--- config.mk ---
export PLATFORM = sky130hd
export DESIGN_NAME = saf_tester
export DESIGN_NICKNAME = d
export VERILOG_FILES = /design/src/rtl/saf_pkg.sv /design/src/rtl/saf_golden.sv /design/src/rtl/saf_inject.sv /design/src/rtl/saf_seq.sv /design/src/rtl/saf_log.sv /design/src/rtl/saf_tester.sv
export SDC_FILE = /design/constraint.sdc
export NUM_CORES = 1
export LEC_CHECK = 0
export BUFFER_PORTS_ARGS = -buffer_cell sky130_fd_sc_hd__buf_4
export CORE_MARGIN = 5
export CORE_UTILIZATION = 50
export DETAILED_ROUTE_END_ITERATION = 6
export PLACE_DENSITY = 0.78
export SYNTH_ARGS = -nofsm -noshare
export SYNTH_HDL_FRONTEND = slang
export SYNTH_SLANG_ARGS = --single-unit
export TNS_END_PERCENT = 30
--- constraint.sdc ---
create_clock -name clk -period 1.85 [get_ports clk]
set_input_delay 0.185 -clock clk [delete_from_list [all_inputs] [get_ports clk]]
set_output_delay 0.185 -clock clk [all_outputs]
set_load 0.03 [all_outputs]
--- src/rtl/saf_pkg.sv ---
`timescale 1ns/1ps
package saf_pkg;

   typedef enum logic [1:0] {
      SEQ_RUN  = 2'd0,
      SEQ_DONE = 2'd1,
      SEQ_IDLE = 2'd2
   } seq_state_e;

   // Single plus multiple stuck-at combinations over k sites: 3^k - 1
   function automatic int unsigned combos_of(input int unsigned k);
      int unsigned r;
      r = 1;
      for (int unsigned i = 0; i < k; i++) r = r * 3;
      return r - 1;
   endfunction

endpackage

--- src/rtl/saf_golden.sv ---
`timescale 1ns/1ps
module saf_golden #(
   parameter int IN_W = 2
) (
   input  logic [IN_W-1:0] pat,
   output logic            y
);
   assign y = &pat;
endmodule

--- src/rtl/saf_inject.sv ---
`timescale 1ns/1ps
module saf_inject #(
   parameter int IN_W = 2,
   parameter int NI_W = 2
) (
   input  logic [IN_W-1:0] pat,
   input  logic [NI_W-1:0] net_idx,
   input  logic            stuck,
   output logic            y
);
   localparam logic [NI_W-1:0] OUT_IDX = NI_W'(IN_W);

   logic [IN_W-1:0] net_val;
   logic            core_y;

   // Net j is fed by pattern bit IN_W-1-j unless it is the selected fault site
   for (genvar j = 0; j < IN_W; j++) begin : g_in
      localparam logic [NI_W-1:0] JIDX = NI_W'(j);
      assign net_val[j] = (net_idx == JIDX) ? stuck : pat[IN_W-1-j];
   end

   assign core_y = &net_val;
   assign y      = (net_idx == OUT_IDX) ? stuck : core_y;
endmodule

--- src/rtl/saf_seq.sv ---
`timescale 1ns/1ps
module saf_seq
   import saf_pkg::*;
#(
   parameter int IN_W = 2,
   parameter int NF   = 6,
   parameter int FI_W = 3,
   parameter int NI_W = 2
) (
   input  logic            clk,
   input  logic            rst,
   output logic [FI_W-1:0] fidx,
   output logic [IN_W-1:0] pidx,
   output logic            run,
   output logic            done,
   output logic [NI_W-1:0] net_idx,
   output logic            stuck
);
   localparam logic [FI_W-1:0] LAST_F  = FI_W'(NF - 1);
   localparam logic [IN_W-1:0] LAST_P  = '1;
   localparam logic [NI_W-1:0] NO_FLT  = NI_W'(IN_W + 1);

   seq_state_e state;

   always_ff @(posedge clk) begin
      if (rst) begin
         state <= SEQ_RUN;
         fidx  <= '0;
         pidx  <= '0;
      end else begin
         case (state)
            SEQ_RUN: begin
               if (pidx == LAST_P) begin
                  pidx <= '0;
                  if (fidx == LAST_F) begin
                     fidx  <= '0;
                     state <= SEQ_DONE;
                  end else begin
                     fidx <= fidx + 1'b1;
                  end
               end else begin
                  pidx <= pidx + 1'b1;
               end
            end
            SEQ_DONE: state <= SEQ_IDLE;
            default:  state <= SEQ_IDLE;
         endcase
      end
   end

   assign run     = (state == SEQ_RUN);
   assign done    = (state == SEQ_DONE);
   assign net_idx = run ? NI_W'(fidx >> 1) : NO_FLT;
   assign stuck   = run & fidx[0];
endmodule

--- src/rtl/saf_log.sv ---
`timescale 1ns/1ps
module saf_log #(
   parameter int IN_W = 2,
   parameter int NF   = 6,
   parameter int NP   = 4,
   parameter int FI_W = 3
) (
   input  logic               clk,
   input  logic               rst,
   input  logic               rec_en,
   input  logic               mis,
   input  logic [FI_W-1:0]    fidx,
   input  logic [IN_W-1:0]    pidx,
   output logic [NF-1:0]      det_flag,
   output logic [NF*NP-1:0]   det_mask,
   output logic [NF*IN_W-1:0] first_pat
);
   for (genvar g = 0; g < NF; g++) begin : g_flt
      localparam logic [FI_W-1:0] GIDX = FI_W'(g);

      logic            hit;
      logic            flag_q;
      logic [NP-1:0]   mask_q;
      logic [IN_W-1:0] first_q;

      assign hit = rec_en & mis & (fidx == GIDX);

      always_ff @(posedge clk) begin
         if (rst) begin
            flag_q  <= 1'b0;
            mask_q  <= '0;
            first_q <= '0;
         end else if (hit) begin
            flag_q       <= 1'b1;
            mask_q[pidx] <= 1'b1;
            if (!flag_q) first_q <= pidx;
         end
      end

      assign det_flag[g]                = flag_q;
      assign det_mask[g*NP +: NP]       = mask_q;
      assign first_pat[g*IN_W +: IN_W]  = first_q;
   end
endmodule

--- src/rtl/saf_tester.sv ---
`timescale 1ns/1ps
module saf_tester
   import saf_pkg::*;
#(
   parameter int IN_W  = 2,
   parameter int CNT_W = 16
) (
   input  logic                                clk,
   input  logic                                rst,
   output logic                                done,
   output logic [2*(IN_W+1)-1:0]               det_flag,
   output logic [2*(IN_W+1)*(1<<IN_W)-1:0]     det_mask,
   output logic [2*(IN_W+1)*IN_W-1:0]          first_pat,
   output logic [$clog2(IN_W+2)-1:0]           cur_net,
   output logic                                cur_stuck,
   output logic [IN_W-1:0]                     cur_pat,
   output logic                                mismatch,
   output logic [CNT_W-1:0]                    combo_count
);
   localparam int          NETS  = IN_W + 1;
   localparam int          NF    = 2 * NETS;
   localparam int          NP    = 1 << IN_W;
   localparam int          FI_W  = $clog2(NF);
   localparam int          NI_W  = $clog2(NETS + 1);
   localparam int unsigned COMBO = combos_of(NETS);

   if (IN_W < 1 || IN_W > 6) begin : g_bad_width
      $error("saf_tester: IN_W must lie in 1..6");
   end
   if (CNT_W < 1 || CNT_W > 31 || COMBO >= (32'd1 << CNT_W)) begin : g_bad_cnt
      $error("saf_tester: CNT_W too narrow for the combination count");
   end

   logic [FI_W-1:0] fidx;
   logic            run;
   logic            y_faulty;
   logic            y_golden;

   saf_seq #(.IN_W(IN_W), .NF(NF), .FI_W(FI_W), .NI_W(NI_W)) u_seq (
      .clk     (clk),
      .rst     (rst),
      .fidx    (fidx),
      .pidx    (cur_pat),
      .run     (run),
      .done    (done),
      .net_idx (cur_net),
      .stuck   (cur_stuck)
   );

   saf_inject #(.IN_W(IN_W), .NI_W(NI_W)) u_inj (
      .pat     (cur_pat),
      .net_idx (cur_net),
      .stuck   (cur_stuck),
      .y       (y_faulty)
   );

   saf_golden #(.IN_W(IN_W)) u_ref (
      .pat (cur_pat),
      .y   (y_golden)
   );

   assign mismatch = y_faulty ^ y_golden;

   saf_log #(.IN_W(IN_W), .NF(NF), .NP(NP), .FI_W(FI_W)) u_log (
      .clk       (clk),
      .rst       (rst),
      .rec_en    (run),
      .mis       (mismatch),
      .fidx      (fidx),
      .pidx      (cur_pat),
      .det_flag  (det_flag),
      .det_mask  (det_mask),
      .first_pat (first_pat)
   );

   assign combo_count = CNT_W'(COMBO);
endmodule

==> results of run 1 <==
timing repair:
item,in CTS,in global routing
cloned,0,0
endpoints found under the setup margin,1,1
buffers inserted,3,1
pin swaps,3,3
resized for setup,5,3
synth_stat cells, drive strengths merged, types with 2 or more instances:
master  number  share of area
nand4        3         0.0087
ha           5          0.029
nand3        5          0.012
conb         2         0.0035
nand3b       5          0.017
buf         24          0.083
inv         18          0.031
nor3b        3          0.013
mux2i       10          0.050
nor3         6          0.014
nor2b        3         0.0087
or3          3          0.013
dfxtp       49           0.46
a21oi       20          0.047
o22ai       11          0.032
clkbuf       9          0.016
nand2b      13          0.038
nor2        35          0.061
or2          2         0.0058
nand2        6          0.014
o21ai        6          0.014
flip-flops by register name (all words and copies together), names as in the netlist:
name,cells
u_log.g_flt.first_q,12
u_seq.pidx,2
u_log.g_flt.mask_q,24
u_log.g_flt.flag_q,6
u_seq.state,2
u_seq.fidx,3
where the power goes:
| part | switching (uW) | total (uW) | internal [uW] |
|---|---|---|---|
| registers | 21.0 | 1090 | 1070 |
| logic | 176 | 252 | 76.4 |
| clock network | 347 | 787 | 441 |
layout make-up:
class / count / area, um^2 / area share
flip-flops and latches: 49 / 991 / 0.371
multi-input cells: 158 / 958 / 0.359
repair buffers: 63 / 477 / 0.178
clock buffers: 7 / 86.3 / 0.0323
inverters: 18 / 67.6 / 0.0253
well taps: 50 / 62.6 / 0.0234
clock inverters: 1 / 30.0 / 0.0112
path summary, 6_finish.rpt:
kind	startpoint	end	slack, ns	cells after the start
setup / recovery	u_seq.fidx[2]$_SDFFE_PP0P_	mismatch	-0.006	6
hold / removal	rst	u_log.g_flt[4].mask_q[1]$_SDFFE_PP0P_	0.26	2
setup reg to reg	u_seq.fidx[2]$_SDFFE_PP0P_	u_log.g_flt[3].first_q[1]$_SDFFE_PP0P_	0.15	6
hold reg to reg	u_log.g_flt[5].mask_q[3]$_SDFFE_PP0P_	u_log.g_flt[5].mask_q[3]$_SDFFE_PP0P_	0.47	1
routing by layer:
layer | global-route usage | part of all wire | vias to the layer above
li1 | - | - | 863
met1 | 0.196 | 0.42 | 795
met4 | 0.0641 | 0.013 | 0
met3 | 0.0660 | 0.089 | 6
met2 | 0.280 | 0.48 | 60
met5 | 0 | 0 | -
cell families after synthesis:
| logic type | after synthesis | share of synthesized area |
|---|---|---|
| AOI/OAI and AO/OA | 39 | 0.112 |
| xor gates and xnor gates | 1 | 0.00407 |
| adders and majority gates | 5 | 0.0291 |
| buffers and inverters | 51 | 0.130 |
| DFF | 49 | 0.456 |
| muxes | 10 | 0.0500 |
| other | 2 | 0.00349 |
| and+or+nand+nor | 87 | 0.216 |
through the flow:
stage / power, uW / hold WS (ns) / TNS, ns / instances / setup slack [ns]
6_report: 2130 / 0.263 / -0.00649 / 346 / -0.00649
5_1_grt: 2210 / 0.266 / -0.0997 / 346 / -0.0997
4_1_cts: 2140 / 0.250 / -0.0673 / 345 / -0.0673
3_5_place_dp: 1360 / 0.460 / 0 / 334 / 0.173
3_3_place_gp: 1360 / 0.451 / 0 / 334 / 0.197
2_1_floorplan: 1320 / 0.459 / 0 / 258 / 0.0726
==> impl_summary.log, run 1 <==
[metrics] Clock Sink Count: between 40 and 50
[metrics] number of enable flip-flop cells after synthesis: 0
[metrics] number of global-route vias before repair: approximately 1.6k
[metrics] commonest non-fill, non-tap cell in the layout: sky130_fd_sc_hd__buf_4
[metrics] core area: a little over 0.004 mm^2
[metrics] crit path kind: register to primary output
[metrics] number of library cell types mapped by synthesis: 33
[metrics] worst clock skew on the final layout: 0.00957 ns
[metrics] critical path capture point type: primary output
[metrics] CP Data Required Time: 1.66 ns
[metrics] count of max-cap constraint violations: 0
[metrics] Starting DRT DRC Count: 36
[metrics] Final Hold Fails: 0
[metrics] grt total ovfl: 0
[metrics] antenna diode instance count: 0
[metrics] commonest cells after routing, fill and taps aside: sky130_fd_sc_hd__buf_4, sky130_fd_sc_hd__dfxtp_1, sky130_fd_sc_hd__nor2_1
[metrics] Hold/Removal Path Class: input pin to register
[metrics] TritonRoute pass-1 iters: 4
[metrics] final count of pins violating max slew: 0
[metrics] power density relative to cell area: between 700 and 800 mW/mm^2
[metrics] Routed WL: 4680 um
[metrics] syn_area_per_cell: slightly below 9 um^2
[metrics] fraction of layout instances using a drive strength above 1: 0.304
[metrics] Initial Util: 0.527
[metrics] Mapped Area: approximately 0.0022 mm^2
[metrics] total setup violations reported at the end of the flow: 1
[metrics] static leakage power: roughly 0.0011 uW
[metrics] cell at the slowest stage of the critical path: sky130_fd_sc_hd__or3_4
[metrics] CP Data Arrival Time: roughly 1.7 ns
[metrics] global-route wire length before repair: approximately 7300 um
[metrics] utilization after layout: 0.654
[metrics] total CTS buffers: 5
[metrics] number of antenna violations at the first check in global routing: 0
[metrics] Fill cells: 365
[metrics] relative slew slack: 0.652
[metrics] highest attainable clock frequency: 539 MHz
[metrics] CTS Buffer Depth: 2
[metrics] ordered list of cells on the worst path: or3_4, o211ai_4, nand2_4, xor2_2, inv_1, buf_6
[metrics] worst-path fanout max: 3
[metrics] number of placement rows: 23
[metrics] final RePlAce weighted congestion: slightly above 0.8
[metrics] cell area after placement: 0.00251 mm^2
[metrics] worst IR drop on VDD: 0.518 mV
[metrics] CP Launch Type: register
[metrics] Die Outline Area: between 0.005 and 0.006 mm^2
[metrics] Clk Latency, worst-skew pair: ~0.3 ns
[metrics] Die Span X: 75.6 um
[metrics] count of synthesis-stage warnings from yosys: 0
[metrics] cell count after synthesis: around 240
[metrics] DIE HEIGHT: 75.6 um
[metrics] TritonCTS clock tree: yes
[metrics] nets@finish: just over 300
[metrics] master cell of the clock root buffer: sky130_fd_sc_hd__clkbuf_8
[metrics] total DRC errors in the routed layout: 0
[metrics] # port buffers: 50
[metrics] worst slew pin tran: 0.522 ns
[metrics] family of cells with the greatest summed delay on the critical path: simple AND/OR/NAND/NOR gates
[metrics] min Tclk post-route: 1.86 ns
[metrics] number of vias per cell: 4.98
[metrics] Slowest Stage Delay on Critical Path: 0.39 ns
[metrics] Async SR Flop Fraction: 0
[metrics] setup repair after global routing missed its margin: true
[metrics] portion of the clock cycle consumed by the worst path in the final layout: 1.00
[metrics] detailed placement HPWL: 3440 um
[metrics] primary flip-flop cell chosen by synthesis mapping: sky130_fd_sc_hd__dfxtp_1
[metrics] final std cell area, no fill: about 0.0027 mm^2
[metrics] final worst setup slack: -0.00649 ns
[metrics] failing checks: negative setup slack
[metrics] vias after detailed routing: ~1.7k
[metrics] sequential share of the synthesized area: 0.456
[metrics] pin count of the biggest net entering global routing: 38
[metrics] crit path buf inv count: 2
[metrics] IO Count: 67
[metrics] post-route antenna net violation count: 0
[metrics] gr usage total: 0.169
[metrics] count of hold buffers inserted by post-cts repair: 0
[metrics] number of synthesized register bits: just under 50
[metrics] Syn-to-layout area delta: 24.2%
[metrics] post-DR wirelength/cell: 13.5 um
[metrics] Clock transition at path regs: 0.08 ns
[metrics] run status: finished with violations
[metrics] H-tree level count: 2
No activity file was read; power rests on OpenSTA's default activity.
==> inputs of run 2 (changes only) <==
PLACE_DENSITY = 0.88   (was 0.78)
==> run 2 against run 1 <==
The flow now finishes without violations. Combinational power hardly changed. Final cell count fell by 0.29%. Routed wire length is 0.45% lower. Critical endpoint unchanged. Clock skew is 0.0037 ns lower. Highest routed layer unchanged. Critical path type unchanged. Sequential power barely moved. Final area down 1.0%.
==> impl_summary.log, run 2 (same netlist as run 1, synthesis figures left out) <==
[metrics] ordered list of cells on the worst path: or3_4, o211ai_4, nand2_4, xor2_2, inv_1, buf_6
[metrics] number of placement rows: 23
[metrics] number of vias per cell: between 5 and 6
[metrics] master cell of the clock root buffer: sky130_fd_sc_hd__clkbuf_8
[metrics] DIE HEIGHT: between 70 and 80 um
[metrics] final std cell area, no fill: roughly 0.0026 mm^2
[metrics] total CTS buffers: 5
[metrics] start point of the worst hold path: rst
[metrics] Sw Pwr: 519 uW
[metrics] cell area after placement: 0.00251 mm^2
[metrics] H-tree level count: 2
[metrics] number of global-route vias before repair: about 1.7k
[metrics] detailed placement HPWL: 3440 um
[metrics] commonest cells after routing, fill and taps aside: sky130_fd_sc_hd__buf_4, sky130_fd_sc_hd__dfxtp_1, sky130_fd_sc_hd__nor2_1
[metrics] TritonRoute pass-1 iters: 4
[metrics] Routed WL: approximately 4700 um
[metrics] count of max-cap constraint violations: 0
[metrics] largest registers: u_log.g_flt.mask_q x24, u_log.g_flt.first_q x12, u_log.g_flt.flag_q x6
[metrics] area of the multi-input gates: ~960 um^2
[metrics] final RePlAce weighted congestion: approximately 0.85
[metrics] highest attainable clock frequency: 542 MHz
[metrics] CP Launch Type: register
[metrics] R2R cell count: 7
[metrics] global-route wire length before repair: 7490 um
[metrics] internal portion of total power: ~1400 uW
[metrics] Die Span X: 75.6 um
[metrics] Starting DRT DRC Count: between 70 and 80
[metrics] gr usage total: 0.171
[metrics] utilization after layout: 0.647
[metrics] end of the worst register-to-register path: u_log.g_flt[3].flag_q$_SDFFE_PP0P_
[metrics] grt total ovfl: 0
[metrics] hold path endpoint: u_seq.pidx[0]$_SDFFE_PP0N_
[metrics] Sw Ratio: 0.265
[metrics] Reg2Reg Launch Point: u_seq.state[0]$_SDFFE_PP0P_
[metrics] min Tclk post-route: ~1.8 ns
[metrics] worst slack, placed: about 0.15 ns
[metrics] Clock transition at path regs: approximately 0.08 ns
[metrics] CTS Buffer Depth: 2
[metrics] setup repair after global routing missed its margin: true
[metrics] Clk Latency, worst-skew pair: approximately 0.3 ns
[metrics] Largest Register: u_log.g_flt.mask_q
[metrics] nets@finish: approximately 300
[metrics] Initial Util: 0.527
[metrics] portion of the clock cycle consumed by the worst path in the final layout: 0.998
[metrics] commonest non-fill, non-tap cell in the layout: sky130_fd_sc_hd__buf_4
[metrics] Reg area: about 1000 um^2
[metrics] post-DR wirelength/cell: approximately 14 um
[metrics] worst IR drop on VDD: about 0.6 mV
[metrics] CP Data Required Time: approximately 1.7 ns
[metrics] Slowest Stage Delay on Critical Path: around 0.4 ns
[metrics] Hold/Removal Path Class: input pin to register
[metrics] final count of pins violating max slew: 0
[metrics] TritonCTS clock tree: yes
[metrics] run status: finished clean
[metrics] part of the total power dissipated in the clock network: 0.315
[metrics] total setup violations reported at the end of the flow: 0
[metrics] power density relative to cell area: about 740 mW/mm^2
[metrics] vias after detailed routing: approximately 1.7k
[metrics] critical path capture point type: primary output
[metrics] antenna diode instance count: 0
[metrics] static leakage power: about 0.0011 uW
[metrics] post-route antenna net violation count: 0
[metrics] core area: around 0.0041 mm^2
[metrics] relative slew slack: 0.658
[metrics] number of antenna violations at the first check in global routing: 0
[metrics] Hold Path Cell Cnt: 2
[metrics] Fill cells: 350
[metrics] Die Outline Area: 0.00572 mm^2
[metrics] # port buffers: 50
[metrics] pin count of the biggest net entering global routing: 37
[metrics] final worst setup slack: 0.00461 ns
[metrics] fraction of layout instances using a drive strength above 1: 0.305
[metrics] CP Data Arrival Time: roughly 1.7 ns
[metrics] worst-path fanout max: 5
[metrics] number of flip-flops under the largest register name: 24
[metrics] worst slew pin tran: between 0.5 and 0.6 ns
[metrics] combinational power share: 0.130
[metrics] worst clock skew on the final layout: between 0.005 and 0.006 ns
[metrics] Syn-to-layout area delta: 22.9%
[metrics] Final Hold Fails: 0
[metrics] total DRC errors in the routed layout: 0
[metrics] IO Count: 67
[metrics] cell at the slowest stage of the critical path: sky130_fd_sc_hd__or3_4
[metrics] crit path kind: register to primary output
[metrics] internal reg-to-reg setup slack: 0.12 ns
[metrics] Clock Sink Count: about 50
[metrics] count of hold buffers inserted by post-cts repair: 0
[metrics] part of the power in registers: 0.556
## run 2: cell count changes in the layout (fill, tap and decap cells not counted)
| cell | delta |
|---|---|
| sky130_fd_sc_hd__bufinv_16 | -1 |
| sky130_fd_sc_hd__nor2b_1 | -1 |
| sky130_fd_sc_hd__nor2b_2 | +1 |
## run 2: per-stage QoR
stage | power, uW | instances | setup TNS [ns] | hold slack [ns]
after CTS | 1970 | 344 | -0.0487 | 0.259
after global placement | 1360 | 334 | 0 | 0.450
after detailed placement | 1360 | 334 | 0 | 0.460
final | 1960 | 345 | 0 | 0.262
after global routing | 2050 | 345 | -0.0601 | 0.278
after floorplan | 1320 | 258 | 0 | 0.459
## run 2: final cells by class
type,instances,area share
multi-input cells,158,0.363
flip-flops and latches,49,0.375
repair buffers,63,0.180
inverters,18,0.0255
well taps,50,0.0237
clock buffers,7,0.0326
## run 2: power groups by stage
stage               clock network [uW]  logic, uW  registers, uW
finish                             617        255           1090
global placement                     0        244           1110
detailed placement                   0        247           1120
global route                       677        277           1090
CTS                                630        252           1090
floorplan                            0        190           1130
## run 2: worst max-delay path: cells and delay by family (launching register included)
family | cells | cell delay (ns)
flip-flops | 1 | 0.34
AO/OA/AOI/OAI | 1 | 0.20
AND/OR/NAND/NOR | 2 | 0.48
buffers and inverters | 2 | 0.19
XOR/XNOR | 1 | 0.15
## run 2: worst max path at each step
stage | start | depth (start not counted) | slack [ns] | to
floorplan | u_seq.pidx[0]$_SDFFE_PP0N_ | 6 | 0.07 | mismatch
global placement | u_seq.pidx[1]$_SDFFE_PP0N_ | 6 | 0.19 | u_log.g_flt[3].flag_q$_SDFFE_PP0P_
detailed placement | u_seq.fidx[2]$_SDFFE_PP0P_ | 5 | 0.15 | u_log.g_flt[3].first_q[0]$_SDFFE_PP0P_
CTS | u_seq.state[0]$_SDFFE_PP0P_ | 6 | -0.05 | mismatch
global route | u_seq.state[0]$_SDFFE_PP0P_ | 6 | -0.06 | mismatch
finish | u_seq.state[0]$_SDFFE_PP0P_ | 6 | 0.005 | mismatch
## run 2: layer usage
| metal | vias to the layer above | GRT usage | share of wire |
|---|---|---|---|
| li1 | 866 | - | - |
| met4 | 0 | 0.0505 | 0.0062 |
| met2 | 58 | 0.275 | 0.48 |
| met3 | 4 | 0.0712 | 0.082 |
| met1 | 805 | 0.209 | 0.43 |
| met5 | - | 0 | 0 |
## run 2: timing repair
action                                  4_1_cts  5_1_grt
buffers inserted                              3        1
pin swaps                                     4        2
endpoints found under the setup margin        1        4
gates resized for setup                       5        4
gates cloned                                  0        0
==> inputs of run 3 (changes only) <==
CORE_UTILIZATION = 52   (was 50)
CTS_BUF_LIST = sky130_fd_sc_hd__clkbuf_4   (was default)
PLACE_DENSITY = 0.91   (was 0.88)
==> run 3 against run 2 <==
The run now ends with negative setup slack left. Hold slack worse by 0.12 ns. Final cell count grew 0.58%. Via count up 2.2%. Global-route usage is 1.4 points higher.
==> impl_summary.log, run 3 (same netlist as run 1, synthesis figures left out) <==
[metrics] internal reg-to-reg setup slack: approximately 0.090 ns
[metrics] worst clock skew on the final layout: 0.00256 ns
[metrics] vias after detailed routing: around 1.8k
[metrics] DIE HEIGHT: between 70 and 80 um
[metrics] master cell of the clock root buffer: sky130_fd_sc_hd__clkbuf_4
[metrics] number of placement rows: 23
[metrics] pin count of the biggest net entering global routing: 30
[metrics] worst IR drop on VDD: about 0.43 mV
[metrics] CP Launch Type: register
[metrics] crit path kind: register to primary output
[metrics] highest attainable clock frequency: around 510 MHz
[metrics] end of the worst register-to-register path: u_log.g_flt[1].flag_q$_SDFFE_PP0P_
[metrics] failing checks: negative setup slack
[metrics] fraction of layout instances using a drive strength above 1: 0.313
[metrics] largest registers: u_log.g_flt.mask_q x24, u_log.g_flt.first_q x12, u_log.g_flt.flag_q x6
[metrics] TritonRoute pass-1 iters: 4
[metrics] CP Data Required Time: roughly 1.7 ns
[metrics] Clk Latency, worst-skew pair: 0.37 ns
[metrics] run status: finished with violations
[metrics] Clock Sink Count: between 40 and 50
[metrics] length of routed wiring on met1: around 2000 um
[metrics] power density relative to cell area: slightly below 700 mW/mm^2
[metrics] commonest cells after routing, fill and taps aside: sky130_fd_sc_hd__buf_4, sky130_fd_sc_hd__dfxtp_1, sky130_fd_sc_hd__nor2_1
[metrics] IO Count: between 60 and 70
[metrics] final worst setup slack: -0.114 ns
[metrics] total setup violations reported at the end of the flow: 1
[metrics] worst slew pin tran: 0.544 ns
[metrics] Routed WL: between 4000 and 5000 um
[metrics] CP Data Arrival Time: about 1.8 ns
[metrics] Clock transition at path regs: approximately 0.13 ns
[metrics] setup repair after global routing missed its margin: true
[metrics] Fill cells: roughly 330
[metrics] static leakage power: between 0.001 and 0.0015 uW
[metrics] number of vias per cell: approximately 5.1
[metrics] number of antenna violations at the first check in global routing: 0
[metrics] commonest non-fill, non-tap cell in the layout: sky130_fd_sc_hd__buf_4
[metrics] post-DR wirelength/cell: 14.1 um
[metrics] family of cells with the greatest summed delay on the critical path: simple AND/OR/NAND/NOR gates
[metrics] Initial Util: 0.538
[metrics] number of global-route vias before repair: between 1.5k and 2k
[metrics] total CTS buffers: 5
[metrics] crit path buf inv count: 2
[metrics] Final Hold Slack: between 0.1 and 0.15 ns
[metrics] critical path capture point type: primary output
[metrics] min Tclk post-route: between 1.5 and 2 ns
[metrics] H-tree level count: 2
[metrics] Hold Path Cell Cnt: 2
[metrics] grt total ovfl: 0
[metrics] # port buffers: 50
[metrics] detailed-routed wire length on met2: between 2000 and 2500 um
[metrics] Starting DRT DRC Count: 90
[metrics] Reg2Reg Launch Point: u_seq.fidx[2]$_SDFFE_PP0P_
[metrics] global-route wire length before repair: 7880 um
[metrics] highest routing layer actually used: met4
[metrics] core area: 0.00400 mm^2
[metrics] detailed placement HPWL: 3420 um
[metrics] count of max-cap constraint violations: 0
[metrics] post-route antenna net violation count: 0
[metrics] worst setup path startpoint: u_seq.state[0]$_SDFFE_PP0P_
[metrics] number of flip-flops under the largest register name: 24
[metrics] TritonCTS clock tree: yes
[metrics] Largest Register: u_log.g_flt.mask_q
[metrics] Detail Route met3 WL: 449 um
[metrics] area of the multi-input gates: just under 0.001 mm^2
[metrics] R2R cell count: 6
[metrics] final RePlAce weighted congestion: around 0.89
[metrics] Slowest Stage Delay on Critical Path: about 0.40 ns
[metrics] cell at the slowest stage of the critical path: sky130_fd_sc_hd__or3_4
[metrics] worst-path fanout max: 4
[metrics] antenna diode instance count: 0
[metrics] Die Outline Area: about 0.0055 mm^2
[metrics] total stage count of the critical path: 6
[metrics] relative slew slack: 0.636
[metrics] portion of the clock cycle consumed by the worst path in the final layout: 1.06
[metrics] Final Hold Fails: 0
[metrics] Die Span X: ~74 um
[metrics] final count of pins violating max slew: 0
[metrics] nets@finish: between 300 and 400
[metrics] CTS Buffer Depth: 2
[metrics] total DRC errors in the routed layout: 0
[metrics] gr usage total: 0.185
[metrics] Syn-to-layout area delta: 23.1%
[metrics] ordered list of cells on the worst path: or3_4, o211ai_4, nand2_4, xor2_2, inv_1, buf_6
[metrics] capturing element of the worst setup path: mismatch
[metrics] count of hold buffers inserted by post-cts repair: 0
[metrics] Reg area: around 990 um^2
[metrics] total power after layout: roughly 1800 uW
[metrics] Hold/Removal Path Class: input pin to register
[run 3: worst min path at each step]
| stage | startpoint | endpoint | slack (ns) |
|---|---|---|---|
| 2_1_floorplan | u_log.g_flt[3].flag_q$_SDFFE_PP0P_ | u_log.g_flt[3].flag_q$_SDFFE_PP0P_ | 0.46 |
| 3_3_place_gp | u_log.g_flt[5].mask_q[1]$_SDFFE_PP0P_ | u_log.g_flt[5].mask_q[1]$_SDFFE_PP0P_ | 0.45 |
| 3_5_place_dp | u_log.g_flt[5].mask_q[3]$_SDFFE_PP0P_ | u_log.g_flt[5].mask_q[3]$_SDFFE_PP0P_ | 0.46 |
| 4_1_cts | rst | u_seq.fidx[1]$_SDFFE_PP0P_ | 0.14 |
| 5_1_grt | rst | u_log.g_flt[1].flag_q$_SDFFE_PP0P_ | 0.15 |
| 6_report | rst | u_seq.fidx[1]$_SDFFE_PP0P_ | 0.15 |
[run 3: area by class of cell]
cell class / count / area share
Clock buffer: 5 / 0.0142
Clock inverter: 3 / 0.00472
Inverter: 18 / 0.0255
Multi-Input combinational cell: 158 / 0.374
Sequential cell: 49 / 0.375
Tap cell: 50 / 0.0236
Timing Repair Buffer: 64 / 0.183
[run 3: layer usage]
metal | vias to the layer above | global-route usage
met3 | 15 | 0.0757
met5 | - | 0
met2 | 63 | 0.291
met4 | 0 | 0.0830
met1 | 819 | 0.222
li1 | 874 | -
[run 3: through the flow]
stage | cell area (um^2) | cells | setup TNS, ns | utilization | setup WS (ns)
6_report | 2650 | 347 | -0.114 | 0.662 | -0.114
5_1_grt | 2650 | 347 | -0.219 | 0.662 | -0.219
4_1_cts | 2620 | 347 | -0.147 | 0.655 | -0.147
3_5_place_dp | 2500 | 333 | 0 | 0.625 | 0.145
3_3_place_gp | 2500 | 333 | 0 | 0.625 | 0.187
2_1_floorplan | 2210 | 258 | 0 | - | 0.0726
[run 3: report_power, final]
| part | leakage [uW] | internal, uW | switching, uW | total, uW |
|---|---|---|---|---|
| Sequential | 0.000399 | 1070 | 23.2 | 1090 |
| Clock | 0.0000300 | 138 | 334 | 473 |
| Combinational | 0.000677 | 78.6 | 179 | 258 |
| Total | 0.00111 | 1290 | 537 | 1820 |
[run 3: what timing repair did]
item,4_1_cts,5_1_grt
buffers inserted,6,1
gates resized for setup,7,8
pin swaps,4,2
setup endpoints to repair,1,10
